[src/rtl/diag_gate_pkg.sv]
package diag_gate_pkg;
  localparam int IDX_W = 2;

  typedef enum logic [IDX_W-1:0] {
    IDX_KEY  = 2'd0,
    IDX_ADDR = 2'd1,
    IDX_DATA = 2'd2,
    IDX_RSVD = 2'd3
  } reg_idx_e;

  typedef enum logic [1:0] {
    ST_IDLE     = 2'd0,
    ST_BUS_REQ  = 2'd1,
    ST_BUS_WAIT = 2'd2,
    ST_RESP     = 2'd3
  } seq_state_e;
endpackage

[src/rtl/diag_key_lock.sv]
module diag_key_lock #(
  parameter int          DATA_W = 32,
  parameter logic [31:0] KEY    = 32'hC0DE_5EED
) (
  input  logic              clk,
  input  logic              rst_n,
  input  logic              key_wr_en,
  input  logic [DATA_W-1:0] key_wr_data,
  output logic              unlocked
);
  localparam logic [DATA_W-1:0] KEY_W = DATA_W'(KEY);

  always_ff @(posedge clk) begin
    if (!rst_n)         unlocked <= 1'b0;
    else if (key_wr_en) unlocked <= (key_wr_data == KEY_W);
  end

  // the exact key opens the gate on the next cycle
  assert_key_opens_R2: assert property (@(posedge clk) disable iff (!rst_n)
    (key_wr_en && key_wr_data == KEY_W) |=> unlocked);

  // any other value closes it
  assert_bad_key_closes_R3: assert property (@(posedge clk) disable iff (!rst_n)
    (key_wr_en && key_wr_data != KEY_W) |=> !unlocked);
endmodule

[src/rtl/diag_addr_reg.sv]
module diag_addr_reg #(
  parameter int ADDR_W = 32,
  parameter int DATA_W = 32
) (
  input  logic              clk,
  input  logic              rst_n,
  input  logic              wr_en,
  input  logic              unlocked,
  input  logic [DATA_W-1:0] wr_data,
  output logic [ADDR_W-1:0] addr,
  output logic [DATA_W-1:0] addr_rb
);
  always_ff @(posedge clk) begin
    if (!rst_n)                addr <= '0;
    else if (wr_en && unlocked) addr <= wr_data[ADDR_W-1:0];
  end

  generate
    if (ADDR_W < DATA_W) begin : g_pad
      assign addr_rb = {{(DATA_W-ADDR_W){1'b0}}, addr};
    end else begin : g_full
      assign addr_rb = addr;
    end
  endgenerate

  // a closed gate freezes the address register
  assert_addr_frozen_locked_R4: assert property (@(posedge clk) disable iff (!rst_n)
    !unlocked |=> $stable(addr));
endmodule

[src/rtl/diag_access_seq.sv]
module diag_access_seq
  import diag_gate_pkg::*;
#(
  parameter int ADDR_W = 32,
  parameter int DATA_W = 32
) (
  input  logic              clk,
  input  logic              rst_n,
  input  logic              host_req_valid,
  output logic              host_req_ready,
  input  logic              host_req_write,
  input  logic              host_req_io,
  input  logic [IDX_W-1:0]  host_req_idx,
  input  logic [DATA_W-1:0] host_req_wdata,
  output logic              host_rsp_valid,
  input  logic              host_rsp_ready,
  output logic [DATA_W-1:0] host_rsp_rdata,
  output logic              bus_req_valid,
  input  logic              bus_req_ready,
  output logic              bus_req_write,
  output logic [ADDR_W-1:0] bus_req_addr,
  output logic [DATA_W-1:0] bus_req_wdata,
  input  logic              bus_rsp_valid,
  input  logic [DATA_W-1:0] bus_rsp_rdata,
  input  logic              unlocked,
  input  logic [ADDR_W-1:0] addr,
  input  logic [DATA_W-1:0] addr_rb,
  output logic              key_wr_en,
  output logic              addr_wr_en
);
  seq_state_e        state_q;
  logic              q_write;
  logic [DATA_W-1:0] q_wdata;
  logic [DATA_W-1:0] rsp_q;
  logic              accept;
  logic              bus_go;
  logic [DATA_W-1:0] local_rdata;
  reg_idx_e          idx;

  assign idx            = reg_idx_e'(host_req_idx);
  assign host_req_ready = (state_q == ST_IDLE);
  assign accept         = host_req_valid && host_req_ready;
  assign bus_go         = (idx == IDX_DATA) && host_req_io && unlocked;
  assign key_wr_en      = accept && host_req_write && (idx == IDX_KEY);
  assign addr_wr_en     = accept && host_req_write && (idx == IDX_ADDR);

  always_comb begin
    local_rdata = '0;
    if (!host_req_write) begin
      unique case (idx)
        IDX_KEY:  local_rdata = {{(DATA_W-1){1'b0}}, unlocked};
        IDX_ADDR: local_rdata = addr_rb;
        IDX_DATA: local_rdata = '1;
        IDX_RSVD: local_rdata = '0;
        default:  local_rdata = '0;
      endcase
    end
  end

  always_ff @(posedge clk) begin
    if (!rst_n) begin
      state_q <= ST_IDLE;
      q_write <= 1'b0;
      q_wdata <= '0;
      rsp_q   <= '0;
    end else begin
      unique case (state_q)
        ST_IDLE: if (accept) begin
          if (bus_go) begin
            state_q <= ST_BUS_REQ;
            q_write <= host_req_write;
            q_wdata <= host_req_wdata;
          end else begin
            state_q <= ST_RESP;
            rsp_q   <= local_rdata;
          end
        end
        ST_BUS_REQ:  if (bus_req_ready) state_q <= ST_BUS_WAIT;
        ST_BUS_WAIT: if (bus_rsp_valid) begin
          state_q <= ST_RESP;
          rsp_q   <= q_write ? '0 : bus_rsp_rdata;
        end
        ST_RESP:     if (host_rsp_ready) state_q <= ST_IDLE;
        default:     state_q <= ST_IDLE;
      endcase
    end
  end

  assign host_rsp_valid = (state_q == ST_RESP);
  assign host_rsp_rdata = rsp_q;
  assign bus_req_valid  = (state_q == ST_BUS_REQ);
  assign bus_req_write  = q_write;
  assign bus_req_addr   = addr;
  assign bus_req_wdata  = q_wdata;

  // no new request while a response waits
  assert_busy_blocks_req_R9: assert property (@(posedge clk) disable iff (!rst_n)
    host_rsp_valid |-> !host_req_ready);

  // response beat held until taken
  assert_rsp_held_R9: assert property (@(posedge clk) disable iff (!rst_n)
    (host_rsp_valid && !host_rsp_ready) |=> (host_rsp_valid && $stable(host_rsp_rdata)));

  // bus request held until accepted
  assert_bus_req_held_R9: assert property (@(posedge clk) disable iff (!rst_n)
    (bus_req_valid && !bus_req_ready) |=>
      (bus_req_valid && $stable(bus_req_addr) && $stable(bus_req_wdata) && $stable(bus_req_write)));

  // bus traffic only with the gate open
  assert_bus_needs_unlock_R8: assert property (@(posedge clk) disable iff (!rst_n)
    bus_req_valid |-> unlocked);
endmodule

[src/rtl/diag_unlock_gate.sv]
module diag_unlock_gate
  import diag_gate_pkg::*;
#(
  parameter int          ADDR_W   = 32,
  parameter int          DATA_W   = 32,
  parameter logic [31:0] DIAG_KEY = 32'hC0DE_5EED
) (
  input  logic              clk,
  input  logic              rst_n,
  input  logic              host_req_valid,
  output logic              host_req_ready,
  input  logic              host_req_write,
  input  logic              host_req_io,
  input  logic [1:0]        host_req_idx,
  input  logic [DATA_W-1:0] host_req_wdata,
  output logic              host_rsp_valid,
  input  logic              host_rsp_ready,
  output logic [DATA_W-1:0] host_rsp_rdata,
  output logic              bus_req_valid,
  input  logic              bus_req_ready,
  output logic              bus_req_write,
  output logic [ADDR_W-1:0] bus_req_addr,
  output logic [DATA_W-1:0] bus_req_wdata,
  input  logic              bus_rsp_valid,
  input  logic [DATA_W-1:0] bus_rsp_rdata
);
  logic              unlocked;
  logic              key_wr_en;
  logic              addr_wr_en;
  logic [ADDR_W-1:0] addr;
  logic [DATA_W-1:0] addr_rb;

  diag_key_lock #(.DATA_W(DATA_W), .KEY(DIAG_KEY)) u_key (
    .clk(clk), .rst_n(rst_n), .key_wr_en(key_wr_en),
    .key_wr_data(host_req_wdata), .unlocked(unlocked)
  );

  diag_addr_reg #(.ADDR_W(ADDR_W), .DATA_W(DATA_W)) u_addr (
    .clk(clk), .rst_n(rst_n), .wr_en(addr_wr_en), .unlocked(unlocked),
    .wr_data(host_req_wdata), .addr(addr), .addr_rb(addr_rb)
  );

  diag_access_seq #(.ADDR_W(ADDR_W), .DATA_W(DATA_W)) u_seq (
    .clk(clk), .rst_n(rst_n),
    .host_req_valid(host_req_valid), .host_req_ready(host_req_ready),
    .host_req_write(host_req_write), .host_req_io(host_req_io),
    .host_req_idx(host_req_idx), .host_req_wdata(host_req_wdata),
    .host_rsp_valid(host_rsp_valid), .host_rsp_ready(host_rsp_ready),
    .host_rsp_rdata(host_rsp_rdata),
    .bus_req_valid(bus_req_valid), .bus_req_ready(bus_req_ready),
    .bus_req_write(bus_req_write), .bus_req_addr(bus_req_addr),
    .bus_req_wdata(bus_req_wdata), .bus_rsp_valid(bus_rsp_valid),
    .bus_rsp_rdata(bus_rsp_rdata),
    .unlocked(unlocked), .addr(addr), .addr_rb(addr_rb),
    .key_wr_en(key_wr_en), .addr_wr_en(addr_wr_en)
  );

  // a memory-space data access never reaches the bus
  assert_mem_space_no_bus_R7: assert property (@(posedge clk) disable iff (!rst_n)
    (host_req_valid && host_req_ready && !host_req_io && host_req_idx == 2'd2) |=> !bus_req_valid);
endmodule

[config.mk]
export PLATFORM = sky130hd
export DESIGN_NAME = diag_unlock_gate
export DESIGN_NICKNAME = d
export VERILOG_FILES = /design/src/rtl/diag_gate_pkg.sv /design/src/rtl/diag_key_lock.sv /design/src/rtl/diag_addr_reg.sv /design/src/rtl/diag_access_seq.sv /design/src/rtl/diag_unlock_gate.sv
export SDC_FILE = /design/constraint.sdc
export NUM_CORES = 1
export LEC_CHECK = 0
export CORE_MARGIN = 4
export CORE_UTILIZATION = 46
export CTS_CLUSTER_DIAMETER = 200
export CTS_CLUSTER_SIZE = 8
export DETAILED_ROUTE_END_ITERATION = 8
export HOLD_SLACK_MARGIN = 0.03
export PLACE_DENSITY_LB_ADDON = 0.08
export SLEW_MARGIN = 15
export SYNTH_ARGS = -nofsm -noshare
export SYNTH_HDL_FRONTEND = slang
export SYNTH_HIERARCHICAL = 1
export SYNTH_SLANG_ARGS = --single-unit
[constraint.sdc]
create_clock -name clk -period 2.21 [get_ports clk]
set_input_delay 0.3315 -clock clk [delete_from_list [all_inputs] [get_ports clk]]
set_output_delay 0.3315 -clock clk [all_outputs]
set_load 0.02 [all_outputs]
Word level (Yosys, flattened, before mapping)
Index checks and enable logic that the tools add are counted.
{"block": "classes", "n_reduce_logical": 13, "eq_ne": 12, "n_mux": 13}
{"operator": "$mux 32", "count": 5}
{"operator": "$pmux 32 s4", "count": 1}
{"operator": "$pmux 32 s2", "count": 1}
{"operator": "$eq 32x32->1 const B", "count": 1}
{"operator": "$mux 2", "count": 5}
{"operator": "$eq 2x2->1 const B", "count": 4}
{"operator": "$pmux 2 s4", "count": 1}
{"operator": "$reduce_and 4->1", "count": 2}
{"operator": "$logic_and 1x1->1", "count": 7}
{"operator": "$ne 2x2->1 const B", "count": 3}
{"operator": "$eq 2x1->1 const B", "count": 2}
{"operator": "$logic_not 2->1", "count": 2}
{"operator": "$ne 2x1->1 const B", "count": 2}
{"operator": "$reduce_and 3->1", "count": 1}
{"operator": "$reduce_bool 2->1", "count": 1}
{"block": "totals", "out_inout_bits": 100, "ff_bits": 100, "elab_cells": 44}

Longest topological paths before layout
{"block": "logic_depth", "ltp_word": 6, "depth_mapped": 8, "mapped_depth_nobuf": 8}

By module
Netlist, hierarchy kept.
{"module": "diag_access_seq", "area_each_um2": 3370.7, "n_inst": 1, "cells_per_inst": 427}
{"module": "diag_addr_reg", "area_each_um2": 1624.1, "n_inst": 1, "cells_per_inst": 179}
{"module": "diag_key_lock", "area_each_um2": 127.6, "n_inst": 1, "cells_per_inst": 15}

Worst setup path after synthesis
Ideal clock, no wire load.
{"block": "synth_timing", "path_type": "register to register", "startpoint": "register u_seq.state_q[0]", "endpoint": "register u_seq.rsp_q[21] (netlist: u_seq/host_rsp_rdata[21])", "slack_ps": 350, "path_buffers": 1, "arrival_ps": 1790, "t_required_ps": 2140, "stages_incl_launch_ff": 8, "setup_ps": 70, "path_cell_list": "dfxtp_1 inv_1 ha_1 nor2_1 a2111oi_4 buf_4 o21ai_1 a21oi_1"}
{"block": "synth_between", "elab_chain_cells": 4}
{"element": "from (decl)", "line_no": "diag_access_seq.sv:31", "text": "seq_state_e state_q;"}
{"element": "from (signal assigned)", "line_no": "diag_access_seq.sv:62", "text": "state_q <= ST_IDLE;"}
{"element": "from (signal assigned)", "line_no": "diag_access_seq.sv:70", "text": "state_q <= ST_BUS_REQ;"}
{"element": "from (signal assigned)", "line_no": "diag_access_seq.sv:74", "text": "state_q <= ST_RESP;"}
{"element": "$logic_not 2->1 (*)", "line_no": "diag_access_seq.sv:41", "text": "assign host_req_ready = (state_q == ST_IDLE);"}
{"element": "via host_req_ready", "line_no": "diag_unlock_gate.sv:11", "text": "output logic host_req_ready,"}
{"element": "$logic_and 1x1->1", "line_no": "diag_access_seq.sv:42", "text": "assign accept = host_req_valid && host_req_ready;"}
{"element": "$ne 2x2->1 (no source line)"}
{"element": "$reduce_and 4->1 (no source line)"}
{"element": "to (signal assigned)", "line_no": "diag_access_seq.sv:75", "text": "rsp_q <= local_rdata;"}
{"element": "to (signal assigned)", "line_no": "diag_access_seq.sv:81", "text": "rsp_q <= q_write ? '0 : bus_rsp_rdata;"}
{"element": "to (decl)", "line_no": "diag_access_seq.sv:34", "text": "logic [DATA_W-1:0] rsp_q;"}
Mark *: on every way through the listed nets, which the timed path passes. The rest lies on a longest branch.
A chain may end at the register's enable or synchronous reset.

Final worst setup path
{"block": "layout_timing", "startpoint": "register u_seq.state_q[0]", "endpoint": "register u_seq.rsp_q[30] (netlist: u_seq/host_rsp_rdata[30])"}
{"block": "layout_between", "elab_chain_cells": 4}
{"element": "$logic_not 2->1", "line_no": "diag_access_seq.sv:41, diag_access_seq.sv:67"}
{"element": "$logic_and 1x1->1", "line_no": "diag_access_seq.sv:42"}
{"element": "$ne 2x2->1 (no source line)"}
{"element": "$reduce_and 4->1 (no source line)"}
Several ways; a longest one is shown, not always the timed one.

==> metrics.txt <==
antenna cells=0; Routed Antenna Nets=0; setup bufs post-CTS=0; Critical Path Fanout Max=64; placed cell area=0.006402 mm2; Worst EP required=2510 ps; post-DP HPWL=10330 um; fin util=60.88%; area grow syn2layout=29.41%; Total Wirelength=14180 um; DIE AREA=0.01289 mm2; relative slew slack=53.53%; DRT Pass-1 Iters=5; setup violators final=0; Pins Over Slew Limit=0; CTS clk-pin slew, worst paths=100 ps; Post-Syn Area per Cell=8.249 um2; worst hold path type=in -> reg; Worst Max-Slew Pin Slew=695.6 ps; vias=4535; Worst setup EP type=register; later-pin clock latency in the skew report=370 ps; P_leak=2.202 nW; Max VDD drop=0.7202 mV; Core Area=0.01089 mm2; antenna violations before repair=0; CTS H-tree lvls=3; clk sink count=100; drt via density=5.386; Num CTS Buffers=9; CTS max path bufs=2; outcome=completed; flop and latch count out of synthesis=100; Pwr Total=6.026 mW; Synth Cell Area=0.005122 mm2; Post-Synthesis Cells=621; CTS tree=done; RSZ-0062 raised after global routing=false; layout cells sized above 1=9.259%; total I/O pin count=174; Worst Skew=7.804 ps; Routability Congestion=0.8929; Crit Path Category=reg -> reg; nets in the synthesized netlist=700; number of global-route vias before repair=4483; endpoints failing hold=0; PD cells=909.0 mW/mm2; sequential share of the synthesized area=39.08%; Cell variety after synth=36; hold-fix buffers at CTS=0; DR WL/cell=16.84 um; row count=38; Final nets=776; Final Cycle Share=89.88%; Starting Density=47.05%; grt total ovfl=0; DRC viols=0; Worst setup SP type=register; Placed Instances=826; min Tclk post-route=1986 ps; synth warn=6; Max Fclk=503.4 MHz; first-pass GRT wire length=22580 um; DR iter-0 viols=315; Cell Count, Final, Fillers Out=842; Max-Cap Viols=0; largest net degree at the start of global routing=106; Arrival @ worst endpoint=2280 ps; design area=0.006629 mm2; overall global routing resource usage=21.70%; DIE WIDTH=113.5 um; die height=113.5 um; root buffer cell=clkbuf_8; Port Buffers=173
## metrics by stage
| step | hold WS [ps] | setup TNS [ps] | setup WS (ps) |
|---|---|---|---|
| 2_1_floorplan | 442.1 | 0 | 349.9 |
| 3_3_place_gp | 449.1 | 0 | 93.30 |
| 3_5_place_dp | 456.9 | -0.7268 | -0.7268 |
| 4_1_cts | 331.9 | 0 | 215.0 |
| 5_1_grt | 348.0 | 0 | 45.14 |
| 6_report | 355.5 | 0 | 223.6 |
## logic make-up after synthesis
group / count (synthesis) / synth area share [%]
compound gates: 199 / 24.04
simple gates: 193 / 19.93
buf+inv: 123 / 15.53
flops: 100 / 39.08
fa+ha+maj: 5 / 1.221
mux: 1 / 0.1954
## routing by layer
layer	up-vias	wire [um]	GRT usage [%]	share of wire, %
met1	2103	5730	26.07	40
met5	-	0	0	0
met4	0	291	8.654	2.1
met2	152	7094	37.26	50
li1	2258	-	-	-
met3	22	1065	5.252	7.5
## cells in the final DEF (no fill, tap or decap), drive strengths merged
cell / Yosys / routed
a21boi: 33 / 33
a2111oi: 2 / 2
and2: 1 / 1
a21oi: 97 / 97
ha: 5 / 5
nor4b: 1 / 1
or2: 1 / 1
and4bb: 1 / 1
and3: 1 / 1
nand3b: 33 / 33
bufinv: 0 / 2
nor2: 3 / 3
clkbuf: 28 / 12
clkdlybuf4s50: 0 / 171
dfxtp: 100 / 100
o211a: 1 / 1
nor3: 2 / 2
nand4: 32 / 32
nor2b: 5 / 5
nand2b: 1 / 1
nand2: 100 / 100
dlygate4sd2: 0 / 1
nand3: 3 / 3
nor3b: 1 / 1
mux2i: 1 / 1
nand4b: 5 / 5
o21ai: 65 / 65
nor4: 1 / 1
and4b: 2 / 2
o21bai: 1 / 1
buf: 92 / 13
inv: 3 / 5
## registers in the layout, indices dropped and copies added, names as in the netlist
register / cells
u_seq/bus_req_wdata: 32
u_seq/host_rsp_rdata: 32
u_key/unlocked: 1
u_seq/bus_req_write: 1
u_addr/addr: 32
u_seq/state_q: 2
## cells in the mapped netlist
library cell | n | area share, %
buf_2 | 21 | 2.1
o21ai_0 | 4 | 0.39
inv_1 | 3 | 0.22
a2111oi_4 | 1 | 0.54
nor4b_1 | 1 | 0.17
and4b_1 | 1 | 0.20
nand4b_1 | 5 | 0.85
a21oi_1 | 97 | 9.5
buf_12 | 3 | 1.2
o21ai_1 | 31 | 3.0
a2111oi_2 | 1 | 0.29
nor3b_1 | 1 | 0.15
nor2_1 | 3 | 0.22
o21ai_2 | 30 | 5.1
nor4_1 | 1 | 0.12
o211a_1 | 1 | 0.20
nand2b_1 | 1 | 0.12
ha_1 | 5 | 1.2
nand3_1 | 3 | 0.29
buf_6 | 1 | 0.22
a21boi_0 | 33 | 4.8
and4bb_2 | 1 | 0.24
nor3_1 | 2 | 0.20
o21bai_1 | 1 | 0.15
nand2_1 | 100 | 7.3
or2_2 | 1 | 0.12
nand3b_1 | 33 | 4.8
dfxtp_1 | 100 | 39
nor2b_1 | 5 | 0.61
clkbuf_1 | 28 | 2.1
mux2i_1 | 1 | 0.20
nand4_1 | 32 | 3.9
and2_4 | 1 | 0.17
and4b_4 | 1 | 0.27
and3_1 | 1 | 0.12
buf_4 | 67 | 9.8
## area by class of cell
class / count / area (um2)
fill: 979 / 4259
tap: 140 / 175.2
clock inverter: 4 / 77.57
clock buffer: 12 / 145.1
sequential: 100 / 2002
multi-input combinational: 398 / 2337
timing repair buffer: 185 / 1881
inverter: 3 / 11.26
## worst max-delay path, cell delays in order, from the launching register on
cell and delay, ps:
dfxtp_1 350, inv_1 110, ha_1 360, nor2_1 120
a2111oi_4 390, buf_12 300, o21ai_0 120, a21oi_1 150
## what timing repair did
item | CTS | global route
endpoints found under the hold margin | 0 | 0
setup endpoints to repair | 2 | 0
gates resized for setup | 2 | 0
## path summary, 6_finish.rpt
| check | slack (ps) | endpoint | startpoint | depth (start not counted) |
|---|---|---|---|---|
| worst max-delay path | 220 | u_seq/host_rsp_rdata[30] | u_seq/state_q[0] | 7 |
| worst min-delay path | 360 | u_seq/bus_req_wdata[18] | rst_n | 2 |
| worst max register to register | 220 | u_seq/host_rsp_rdata[30] | u_seq/state_q[0] | 7 |
| worst min register to register | 470 | u_seq/bus_req_wdata[24] | u_seq/bus_req_wdata[24] | 2 |
## power breakdown
part | leakage, nW | internal [mW] | total (mW) | switching [mW]
Clock | 0.112 | 0.679 | 1.31 | 0.633
Combinational | 1.28 | 1.07 | 2.45 | 1.38
Sequential | 0.812 | 2.10 | 2.27 | 0.165
(Power assumes the default switching activity.)
